<file path="config.mk">
export PLATFORM = sky130hd
export DESIGN_NAME = uf_merge_engine
export DESIGN_NICKNAME = d
export VERILOG_FILES = /design/src/rtl/uf_pkg.sv /design/src/rtl/uf_find.sv /design/src/rtl/uf_divider.sv /design/src/rtl/uf_merge_engine.sv
export SDC_FILE = /design/constraint.sdc
export NUM_CORES = 2
export LEC_CHECK = 0
export BUFFER_PORTS_ARGS = -buffer_cell sky130_fd_sc_hd__buf_2
export CORE_MARGIN = 3
export CORE_UTILIZATION = 55
export CTS_CLUSTER_SIZE = 28
export DETAILED_ROUTE_END_ITERATION = 10
export PLACE_DENSITY = 0.74
export SYNTH_ARGS = -nofsm -noshare
export SYNTH_HDL_FRONTEND = slang
export SYNTH_HIERARCHICAL = 1
export SYNTH_SLANG_ARGS = --single-unit
</file>
<file path="constraint.sdc">
create_clock -name clk -period 8.9 [get_ports clk]
set_clock_uncertainty 0.2 [all_clocks]
set_input_delay 0.89 -clock clk [delete_from_list [all_inputs] [get_ports clk]]
set_output_delay 0.89 -clock clk [all_outputs]
set_load 0.02 [all_outputs]
</file>
<file path="src/rtl/uf_pkg.sv">
// Shared types for the union-find merge engine.
// Assumes: nothing beyond standard SystemVerilog.
package uf_pkg;

    // Controller states of the edge walk.
    typedef enum logic [2:0] {
        ST_IDLE,
        ST_INIT,
        ST_EDGE,
        ST_FIND,
        ST_DECIDE,
        ST_DIV
    } uf_state_e;

    // Pass type encoding on the mode input.
    localparam logic MODE_THRESH  = 1'b0;
    localparam logic MODE_MINSIZE = 1'b1;

endpackage

</file>
<file path="src/rtl/uf_find.sv">
// Root walker: follows parent pointers from a start vertex until it reaches a
// vertex that points to itself. It reports an error when more than hop_limit
// steps would be needed.
// Assumes: rd_par is the parent of rd_idx in the same cycle (combinational read).
// done/err are levels held until the next start.
module uf_find #(
    parameter int VW = 4,
    parameter int HW = 5
) (
    input  logic          clk,
    input  logic          rst_n,
    input  logic          start,
    input  logic [VW-1:0] node,
    input  logic [HW-1:0] hop_limit,
    output logic [VW-1:0] rd_idx,
    input  logic [VW-1:0] rd_par,
    output logic          done,
    output logic          err
);
    logic [VW-1:0] cur;
    logic [HW-1:0] hops;
    logic          walking;

    assign rd_idx = cur;

    // Step one parent pointer per cycle while walking.
    always_ff @(posedge clk) begin
        if (!rst_n) begin
            cur     <= '0;
            hops    <= '0;
            walking <= 1'b0;
            done    <= 1'b0;
            err     <= 1'b0;
        end else if (start) begin
            cur     <= node;
            hops    <= '0;
            walking <= 1'b1;
            done    <= 1'b0;
            err     <= 1'b0;
        end else if (walking) begin
            if (rd_par == cur) begin
                walking <= 1'b0;
                done    <= 1'b1;
            end else if (hops == hop_limit) begin
                walking <= 1'b0;
                done    <= 1'b1;
                err     <= 1'b1;
            end else begin
                cur  <= rd_par;
                hops <= hops + 1'b1;
            end
        end
    end
endmodule

</file>
<file path="src/rtl/uf_divider.sv">
// Restoring integer divider: quotient = dividend / divisor. It retires one
// quotient bit per cycle, so a result takes NW cycles.
// Assumes: divisor is non-zero. fin pulses for one cycle when quotient is final.
module uf_divider #(
    parameter int NW = 10,
    parameter int DW = 5
) (
    input  logic          clk,
    input  logic          rst_n,
    input  logic          start,
    input  logic [NW-1:0] dividend,
    input  logic [DW-1:0] divisor,
    output logic [NW-1:0] quotient,
    output logic          fin
);
    localparam int CW = $clog2(NW + 1);

    logic [DW-1:0] rem;
    logic [CW-1:0] cnt;
    logic          run;
    logic [DW:0]   trial;
    logic [DW:0]   diff;

    // Partial remainder shifted left with the next dividend bit.
    always_comb begin
        trial = {rem, quotient[NW-1]};
        diff  = trial - {1'b0, divisor};
    end

    // Shift/subtract iteration and completion pulse.
    always_ff @(posedge clk) begin
        if (!rst_n) begin
            rem      <= '0;
            quotient <= '0;
            cnt      <= '0;
            run      <= 1'b0;
            fin      <= 1'b0;
        end else begin
            fin <= 1'b0;
            if (start) begin
                rem      <= '0;
                quotient <= dividend;
                cnt      <= CW'(NW);
                run      <= 1'b1;
            end else if (run) begin
                if (trial >= {1'b0, divisor}) begin
                    rem      <= diff[DW-1:0];
                    quotient <= {quotient[NW-2:0], 1'b1};
                end else begin
                    rem      <= trial[DW-1:0];
                    quotient <= {quotient[NW-2:0], 1'b0};
                end
                cnt <= cnt - 1'b1;
                if (cnt == CW'(1)) begin
                    run <= 1'b0;
                    fin <= 1'b1;
                end
            end
        end
    end
endmodule

</file>
<file path="src/rtl/uf_merge_engine.sv">
// Union-find component merge engine. Walks a weight-ascending edge list and
// merges vertex components, either on the adaptive threshold rule (mode 0) or
// on the minimum-size rule (mode 1). Two find walkers resolve both endpoint
// roots concurrently. A union by rank then updates parent, size, rank and
// threshold of the surviving root.
// Assumes: edges are loaded in ascending weight order before a pass starts,
// and edge endpoints are below NV.
module uf_merge_engine
    import uf_pkg::*;
#(
    parameter int NV = 16,
    parameter int NE = 32,
    parameter int WW = 8,
    parameter int KW = 10,
    parameter int HW = 5
) (
    input  logic                     clk,
    input  logic                     rst_n,
    input  logic                     start,
    input  logic                     mode,
    input  logic [KW-1:0]            k_const,
    input  logic [$clog2(NV):0]      min_size,
    input  logic [$clog2(NE):0]      edge_count,
    input  logic [HW-1:0]            hop_limit,
    input  logic                     ew_en,
    input  logic [$clog2(NE)-1:0]    ew_addr,
    input  logic [$clog2(NV)-1:0]    ew_va,
    input  logic [$clog2(NV)-1:0]    ew_vb,
    input  logic [WW-1:0]            ew_w,
    input  logic [$clog2(NV)-1:0]    q_addr,
    output logic [$clog2(NV)-1:0]    q_parent,
    output logic [$clog2(NV):0]      q_size,
    output logic [$clog2(NV)-1:0]    q_rank,
    output logic [((WW > KW) ? WW : KW):0] q_thr,
    output logic                     busy,
    output logic                     done,
    output logic                     err
);
    localparam int VW  = $clog2(NV);
    localparam int SW  = VW + 1;
    localparam int RKW = VW;
    localparam int EAW = $clog2(NE);
    localparam int ECW = EAW + 1;
    localparam int TW  = ((WW > KW) ? WW : KW) + 1;

    // Edge memories (separate arrays for each field).
    logic [VW-1:0] ea_m [NE];
    logic [VW-1:0] eb_m [NE];
    logic [WW-1:0] ew_m [NE];

    // Vertex attribute memories.
    logic [VW-1:0]  par_m  [NV];
    logic [SW-1:0]  size_m [NV];
    logic [RKW-1:0] rank_m [NV];
    logic [TW-1:0]  thr_m  [NV];

    uf_state_e     state;
    logic          mode_q;
    logic [KW-1:0] k_q;
    logic [SW-1:0] ms_q;
    logic [ECW-1:0] ecnt_q;
    logic [HW-1:0] hl_q;
    logic [ECW-1:0] eidx;
    logic [VW-1:0] vidx;
    logic [WW-1:0] w_q;
    logic [VW-1:0] root_q, child_q;
    logic [SW-1:0] nsize_q;
    logic          bump_q;

    // Find walker interfaces.
    logic          fstart;
    logic [VW-1:0] fa_idx, fb_idx, fa_par, fb_par;
    logic          fa_done, fb_done, fa_err, fb_err;

    // Decision signals.
    logic          merge_ok, a_wins;
    logic [SW-1:0] nsize;
    logic [TW-1:0] thr_min;

    // Divider interface.
    logic          dstart;
    logic [KW-1:0] quo;
    logic          dfin;

    // Store incoming edges on the write port.
    always_ff @(posedge clk) begin
        if (ew_en) begin
            ea_m[ew_addr] <= ew_va;
            eb_m[ew_addr] <= ew_vb;
            ew_m[ew_addr] <= ew_w;
        end
    end

    // Combinational query port and parent reads for the walkers.
    always_comb begin
        q_parent = par_m[q_addr];
        q_size   = size_m[q_addr];
        q_rank   = rank_m[q_addr];
        q_thr    = thr_m[q_addr];
        fa_par   = par_m[fa_idx];
        fb_par   = par_m[fb_idx];
    end

    assign fstart = (state == ST_EDGE) && (eidx != ecnt_q);

    uf_find #(.VW(VW), .HW(HW)) u_find_a (
        .clk(clk), .rst_n(rst_n), .start(fstart),
        .node(ea_m[eidx[EAW-1:0]]), .hop_limit(hl_q),
        .rd_idx(fa_idx), .rd_par(fa_par), .done(fa_done), .err(fa_err)
    );

    uf_find #(.VW(VW), .HW(HW)) u_find_b (
        .clk(clk), .rst_n(rst_n), .start(fstart),
        .node(eb_m[eidx[EAW-1:0]]), .hop_limit(hl_q),
        .rd_idx(fb_idx), .rd_par(fb_par), .done(fb_done), .err(fb_err)
    );

    // Merge decision and union-by-rank selection from the two resolved roots.
    always_comb begin
        thr_min = (thr_m[fa_idx] < thr_m[fb_idx]) ? thr_m[fa_idx] : thr_m[fb_idx];
        nsize   = size_m[fa_idx] + size_m[fb_idx];
        a_wins  = rank_m[fa_idx] >= rank_m[fb_idx];
        if (fa_idx == fb_idx)
            merge_ok = 1'b0;
        else if (mode_q == MODE_THRESH)
            merge_ok = TW'(w_q) <= thr_min;
        else
            merge_ok = (size_m[fa_idx] < ms_q) || (size_m[fb_idx] < ms_q);
    end

    assign dstart = (state == ST_DECIDE) && merge_ok;

    uf_divider #(.NW(KW), .DW(SW)) u_div (
        .clk(clk), .rst_n(rst_n), .start(dstart),
        .dividend(k_q), .divisor(nsize), .quotient(quo), .fin(dfin)
    );

    // Pass controller: init sweep, edge fetch, find wait, decide, update.
    always_ff @(posedge clk) begin
        if (!rst_n) begin
            state   <= ST_IDLE;
            mode_q  <= 1'b0;
            k_q     <= '0;
            ms_q    <= '0;
            ecnt_q  <= '0;
            hl_q    <= '0;
            eidx    <= '0;
            vidx    <= '0;
            w_q     <= '0;
            root_q  <= '0;
            child_q <= '0;
            nsize_q <= '0;
            bump_q  <= 1'b0;
            busy    <= 1'b0;
            done    <= 1'b0;
            err     <= 1'b0;
        end else begin
            done <= 1'b0;
            case (state)
                ST_IDLE: if (start) begin
                    mode_q <= mode;
                    k_q    <= k_const;
                    ms_q   <= min_size;
                    ecnt_q <= (edge_count > ECW'(NE)) ? ECW'(NE) : edge_count;
                    hl_q   <= hop_limit;
                    eidx   <= '0;
                    vidx   <= '0;
                    err    <= 1'b0;
                    busy   <= 1'b1;
                    state  <= (mode == MODE_THRESH) ? ST_INIT : ST_EDGE;
                end
                ST_INIT: begin
                    vidx <= vidx + 1'b1;
                    if (vidx == VW'(NV - 1)) state <= ST_EDGE;
                end
                ST_EDGE: begin
                    if (eidx == ecnt_q) begin
                        busy  <= 1'b0;
                        done  <= 1'b1;
                        state <= ST_IDLE;
                    end else begin
                        w_q   <= ew_m[eidx[EAW-1:0]];
                        state <= ST_FIND;
                    end
                end
                ST_FIND: if (fa_done && fb_done) begin
                    if (fa_err || fb_err) begin
                        err   <= 1'b1;
                        busy  <= 1'b0;
                        done  <= 1'b1;
                        state <= ST_IDLE;
                    end else begin
                        state <= ST_DECIDE;
                    end
                end
                ST_DECIDE: begin
                    if (merge_ok) begin
                        root_q  <= a_wins ? fa_idx : fb_idx;
                        child_q <= a_wins ? fb_idx : fa_idx;
                        nsize_q <= nsize;
                        bump_q  <= rank_m[fa_idx] == rank_m[fb_idx];
                        state   <= ST_DIV;
                    end else begin
                        eidx  <= eidx + 1'b1;
                        state <= ST_EDGE;
                    end
                end
                ST_DIV: if (dfin) begin
                    eidx  <= eidx + 1'b1;
                    state <= ST_EDGE;
                end
                default: state <= ST_IDLE;
            endcase
        end
    end

    // Vertex attribute writes: reset image, init sweep, and union update.
    always_ff @(posedge clk) begin
        if (!rst_n) begin
            for (int i = 0; i < NV; i++) begin
                par_m[i]  <= VW'(i);
                size_m[i] <= SW'(1);
                rank_m[i] <= '0;
                thr_m[i]  <= '0;
            end
        end else if (state == ST_INIT) begin
            par_m[vidx]  <= vidx;
            size_m[vidx] <= SW'(1);
            rank_m[vidx] <= '0;
            thr_m[vidx]  <= TW'(k_q);
        end else if (state == ST_DIV && dfin) begin
            par_m[child_q] <= root_q;
            size_m[root_q] <= nsize_q;
            thr_m[root_q]  <= TW'(w_q) + TW'(quo);
            if (bump_q) rank_m[root_q] <= rank_m[root_q] + 1'b1;
        end
    end
endmodule

</file>
**Word level (Yosys, flattened, before mapping)**

Memories as Yosys holds them, arrays and structs flattened. A register that Yosys moved wholly into a read port is not among the register bits.
Cells that the tools add are included.

- Equality and inequality tests: 26
- Muxes and demuxes: 125
- Bitwise logic cells: 7
- Reductions and logical operators: 44
- Add/subtract/negate cells: 9
- $lt $le $gt $ge: 7

Operators by type and width:

| kind | count |
|---|---|
| 4-bit two-way mux | 43 |
| 1-bit two-way mux | 52 |
| 5-bit two-way mux | 7 |
| 11-bit two-way mux | 3 |
| 6-bit two-way mux | 4 |
| 11-bit OR reduction | 2 |
| 10-bit two-way mux | 2 |
| 3-bit two-way mux | 6 |
| 2-bit inequality test, second input constant | 9 |
| 3-bit one-hot mux with 6 select lines | 1 |
| 6-bit one-hot mux with 3 select lines | 1 |
| 3-bit AND reduction | 6 |
| 4-bit equality test | 4 |
| 4-bit OR reduction | 4 |
| 2-bit nonzero test | 7 |
| 2-bit AND reduction | 6 |
| 4-bit AND reduction | 3 |
| 8-bit by 10-bit adder with 11-bit output | 1 |
| 8-bit by 11-bit less-or-equal comparator with 1-bit output | 1 |
| 11-bit less-than comparator | 1 |
| 5-bit by 1-bit adder with 5-bit output, second input constant | 2 |
| 5-bit equality test | 2 |
| 5-bit less-than comparator | 2 |
| 5-bit OR reduction | 2 |
| 29 further kinds | 47 |

- Memories: 7
- Output and inout bits: 27
- Bits of input ports: 56
- Memory bits (writable): 896
- Register bits after elaboration: 102
- Word-level logic and storage cells: 256

Memories:

| name | depth | width | rd ports | clocked after memory_dff | write ports | line | RTL |
|---|---|---|---|---|---|---|---|
| ew_m | 32 | 8 | 1 | 1 | 1 | uf_merge_engine.sv:49 | `logic [WW-1:0] ew_m [NE];` |
| thr_m | 16 | 11 | 3 | 2 | 16 | uf_merge_engine.sv:55 | `logic [TW-1:0] thr_m [NV];` |
| ea_m | 32 | 4 | 1 | 1 | 1 | uf_merge_engine.sv:47 | `logic [VW-1:0] ea_m [NE];` |
| eb_m | 32 | 4 | 1 | 1 | 1 | uf_merge_engine.sv:48 | `logic [VW-1:0] eb_m [NE];` |
| size_m | 16 | 5 | 3 | 2 | 16 | uf_merge_engine.sv:53 | `logic [SW-1:0] size_m [NV];` |
| par_m | 16 | 4 | 3 | 2 | 16 | uf_merge_engine.sv:52 | `logic [VW-1:0] par_m [NV];` |
| 1 more memories | n/a | n/a | n/a | n/a | n/a | n/a |  |

**Depth between registers and ports, before layout**

- Depth after elaboration: 9
- Gate-level depth with buffers: 30

**Cells and area by module**

The synthesis kept the hierarchy.

By module, submodules not included:

| module | times used | cells each | area an instance (sq um) | sequential area each (sq um) |
|---|---|---|---|---|
| uf_merge_engine | 1 | 2,843 | 47,088.9 | 28,387.2 |
| uf_find | 2 | 64 | 611.8 | 240.2 |
| uf_divider | 1 | 140 | 1,209.9 | 420.4 |

**Worst setup path before layout**

Ideal clock, no wire load.

- Path kind: reg-to-reg
- Start: reg u_find_b.cur[0] (netlist: u_find_b/rd_idx[0])
- End: reg u_div.quotient[1]
- Setup slack: 2,385 ps
- Cell stages (with the launch flop): 28
- Library setup time: 115 ps
- Arrival time: 6,200 ps
- Required time: 8,585 ps
- Cells stage by stage: dfxtp_1 -> buf_4 -> buf_4 -> buf_1 -> buf_1 -> mux4_2 -> mux4_2 -> inv_1 -> ha_1 -> a21o_1 -> a21o_1 -> a21oi_1 -> o211a_1 -> o221ai_1 -> buf_2 -> mux2i_1 -> ha_1 -> nor2b_1 -> o21a_1 -> o21a_1 -> o21bai_1 -> a211oi_1 -> mux2i_1 -> nand2_4 -> inv_2 -> clkbuf_1 -> o21ai_0 -> and2_1

- Cells in the longest elaborated chain, start to end: 4

RTL lines:

| item | line | RTL |
|---|---|---|
| from (decl) | uf_find.sv:20 | `logic [VW-1:0] cur;` |
| from (signal assigned) | uf_find.sv:35 | `cur <= node;` |
| from (signal assigned) | uf_find.sv:49 | `cur <= rd_par;` |
| 4-bit equality test * | uf_merge_engine.sv:123 | `if (fa_idx == fb_idx)` |
| 1-bit two-way mux * | uf_merge_engine.sv:123 |  |
| 1-bit logical AND * | uf_merge_engine.sv:131 | `assign dstart = (state == ST_DECIDE) && merge_ok;` |
| via dstart | uf_merge_engine.sv:81 | `logic dstart;` |
| 10-bit two-way mux or 2-bit nonzero test (tied branches) | n/a |  |
| to (signal assigned) | uf_divider.sv:42 | `quotient <= dividend;` |
| to (signal assigned) | uf_divider.sv:48 | `quotient <= {quotient[NW-2:0], 1'b1};` |
| to (signal assigned) | uf_divider.sv:51 | `quotient <= {quotient[NW-2:0], 1'b0};` |
| to (decl) | uf_divider.sv:13 | `output logic [NW-1:0] quotient,` |

The timed path passes the listed nets; every way through them passes the cells marked *.
A chain may end at the register's enable or synchronous reset.

**Worst setup path after layout**

- Start: reg u_find_a.cur[0] (netlist: u_find_a/rd_idx[0])
- End: reg u_div.rem[2]

- Cells in the longest elaborated chain, start to end: 4

RTL lines:

| item | line | RTL |
|---|---|---|
| from (decl) | uf_find.sv:20 |  |
| from (signal assigned) | uf_find.sv:35 |  |
| from (signal assigned) | uf_find.sv:49 |  |
| 4-bit equality test | uf_merge_engine.sv:123 |  |
| 1-bit two-way mux | uf_merge_engine.sv:123 |  |
| 1-bit logical AND | uf_merge_engine.sv:131 |  |
| via dstart | uf_merge_engine.sv:81 |  |
| 2-bit OR reduction (no line) | n/a |  |
| to (signal assigned) | uf_divider.sv:47 | `rem <= diff[DW-1:0];` |
| to (signal assigned) | uf_divider.sv:50 | `rem <= trial[DW-1:0];` |
| to (decl) | uf_divider.sv:18 | `logic [DW-1:0] rem;` |

The timed path passes the listed nets, and every way through them passes these cells.

==> metrics.cfg <==
[worst_setup_path]
cp.required_ps=9240
critPathCaptureType=register
rrSetupSlack_ps=1620
worstSetupStartpoint=u_find_a/rd_idx[0]
r2r-start=u_find_a/rd_idx[0]
critPathLaunchType=register
worstPathMaxFanout=48
worst_r2r_endpoint=u_div/rem[2]
critPathKind=reg2reg
arrival_ps=7630
reg2regPathDepth=24
endpoint=u_div/rem[2]

[grt]
antenna_found_initial=3
grt_pass1_wl_mm=199
grt_max_degree=68
first_global_vias=30823
overflow=0
grtUsageTotal_pct=28.6

[yosys]
synth_warnings=6
synth_seq_cells=1015
netlist_area_mm2=0.0495
ys_seq_area_share_pct=59.1
syn_inst=3111
syn_area_per_cell_um2=15.9
synth_edf_count=896
syn_nets=3224
async_reset_ff_share_pct=0
yosys_most_used_dff=edfxtp_1
synth_cell_types=78

[cts]
postCtsHoldBufs=0
post_cts_buffers=0
numCtsBuffers=103
cts.sinks=1015
clk_latency_ps=690
cts-root-buf=clkbuf_16
cts_resized=0
clkTransAtPathRegs_ps=60
htreeDepth=3
cts_buffer_depth=3
cts_tree=done

[floorplanning]
num_rows=109
fp.coreArea_mm2=0.0888
die_h_um=306
pin_count=83
die_area_mm2=0.0937
initial_utilization_pct=55.8
die_w_um=306

[hold_path]
holdPathStages=2
hold_path_class=reg2reg

[layout]
nNetsFinal=3279
drive_gt1_share_pct=27.5
area_delta_synth_final_pct=10.0
final_core_util_pct=61.4

[power]
ir_drop_uv=206
p_leak_nw=17.2
total_power_mw=12.7
p_per_area_mw_per_mm2=232

[sta]
fmax_mhz=137
max_slew_margin_pct=9.80
worst_pin_slew_ps=1350
rsz0062_at_grt=no
whs_ps=263
fin_crit_sh_pct=81.8
hold_viol=0
tns_ps=0
setup_violations=0
period_needed_ps=7280
maxSlewViolCount=0

[run_status]
status=finished clean

[placement]
port_buffers=82
hpwlAfterDp_mm=84.6
place_congestion=0.923

[drt]
drt_first_pass_iters=8
drt_wl_total_mm=133
vias_per_cell=6.83
via_count=30169
drcViolationCount=0
ant_nets=0
wl_per_cell_um=30.0
drt_iter0_drc=4027

[run]
drv_cap=0

[worst max-delay path: stages, from the launching register on]
cell and delay, ps:
dfxtp_4 980, mux4_2 620, mux4_2 510, ha_1 320
nand4_1 150, nor2_1 180, nand3_1 110, nand2b_1 150
o221ai_1 600, buf_4 290, mux2i_1 210, ha_1 270
nor2b_1 140, o21a_1 160, o21a_1 170, o21bai_1 200
a211oi_1 110, mux2i_1 160, buf_4 270, nand2_4 180
inv_2 500, nor2b_1 280, nand2_1 150, a211o_1 100
o211ai_1 80
[cells in the final DEF, fill, tap and decap left out, drive strengths merged, types with 6 or more instances in the layout]
master / instances
edfxtp: 896
mux4: 527
nor2: 449
nand2: 222
buf: 173
clkbuf: 133
dfxtp: 119
a21oi: 88
mux2i: 73
inv: 61
o21ai: 56
ha: 54
nand3: 46
clkinv: 43
xnor2: 29
a211oi: 25
xor2: 20
nand3b: 19
nor3: 19
a21o: 16
o21a: 16
nor2b: 15
nand4: 14
nand2b: 13
or3: 12
and2: 12
mux2: 8
and3: 7
or2: 7
a31oi: 6
bufinv: 6
a221oi: 6
[area by class of cell]
cell class / count / area [um^2]
inverter: 59 / 221
tap: 1165 / 1460
timing repair buffer: 173 / 1100
clock buffer: 133 / 2740
sequential: 1015 / 29300
multi-input combinational: 1814 / 19100
fill: 6257 / 34300
clock inverter: 54 / 503
antenna: 1 / 2.50
[synth_stat cells, types with 17 or more instances]
library cell,n,area share (%)
buf_2,17,0.17
mux4_2,525,24
xor2_1,20,0.35
nand3_1,46,0.46
nand2_1,220,1.7
buf_1,37,0.28
edfxtp_1,896,54
nor2_1,447,3.4
mux2i_1,73,1.5
nor3_1,17,0.17
a211oi_1,24,0.36
xnor2_1,29,0.51
ha_1,54,1.4
a21oi_1,86,0.87
dfxtp_1,119,4.8
inv_1,57,0.43
clkbuf_1,160,1.2
o21ai_0,54,0.55
nand3b_1,19,0.29
[power by group]
group          internal (mW)  switching [mW]  leakage [nW]
registers               5.34           0.301          9.37
clock network           2.35            1.84          1.58
logic                   1.29            1.54          6.26
[how the worst min path moves through the flow]
stage             startpoint  slack, ps       endpoint
4_1_cts         hop_limit[4]        220        hl_q[4]
2_1_floorplan        ms_q[0]        240        ms_q[0]
3_5_place_dp         ms_q[3]        250        ms_q[3]
6_report             ms_q[3]        260        ms_q[3]
3_3_place_gp   u_find_b/done        250  u_find_b/done
5_1_grt         hop_limit[3]        260        hl_q[3]
[flip-flops by register name (all words and copies together), names as in the netlist, 8 cells and up, named ones only]
signal / flops
k_q: 10
u_div/quotient: 10
size_m: 80
rank_m: 64
w_q: 8
eb_m: 128
ew_m: 256
thr_m: 176
ea_m: 128
par_m: 64
[kinds of logic (layout without fill, tap and decap cells)]
group / Yosys count / after routing / share of synthesized area [%]
compound gates: 250 / 250 / 3.25
xor+xnor: 49 / 49 / 0.867
fa+ha+maj: 57 / 57 / 1.49
buf+inv: 282 / 419 / 2.27
flops: 1015 / 1015 / 59.1
mux: 608 / 608 / 25.6
other cells: 0 / 1 / 0
simple gates: 850 / 850 / 7.35
[metal layers]
metal / GRT usage, % / part of all wire [%] / routed length, um / vias up
met1: 37.4 / 35 / 46600 / 15402
met2: 47.7 / 50 / 66000 / 1939
met3: 5.59 / 11 / 14000 / 392
met5: 0 / 0.0098 / 13 / -
li1: - / - / - / 12434
met4: 11.8 / 4.5 / 5970 / 2
[per-stage QoR]
stage / setup slack, ps / cell area, um^2 / cells
4_1_cts: 1690 / 54500 / 4413
3_3_place_gp: 1930 / 51200 / 4226
3_5_place_dp: 1680 / 51200 / 4226
5_1_grt: 1160 / 54500 / 4413
2_1_floorplan: 2390 / 49500 / 3111
6_report: 1620 / 54500 / 4414
No activity file was read; power rests on OpenSTA's default activity.
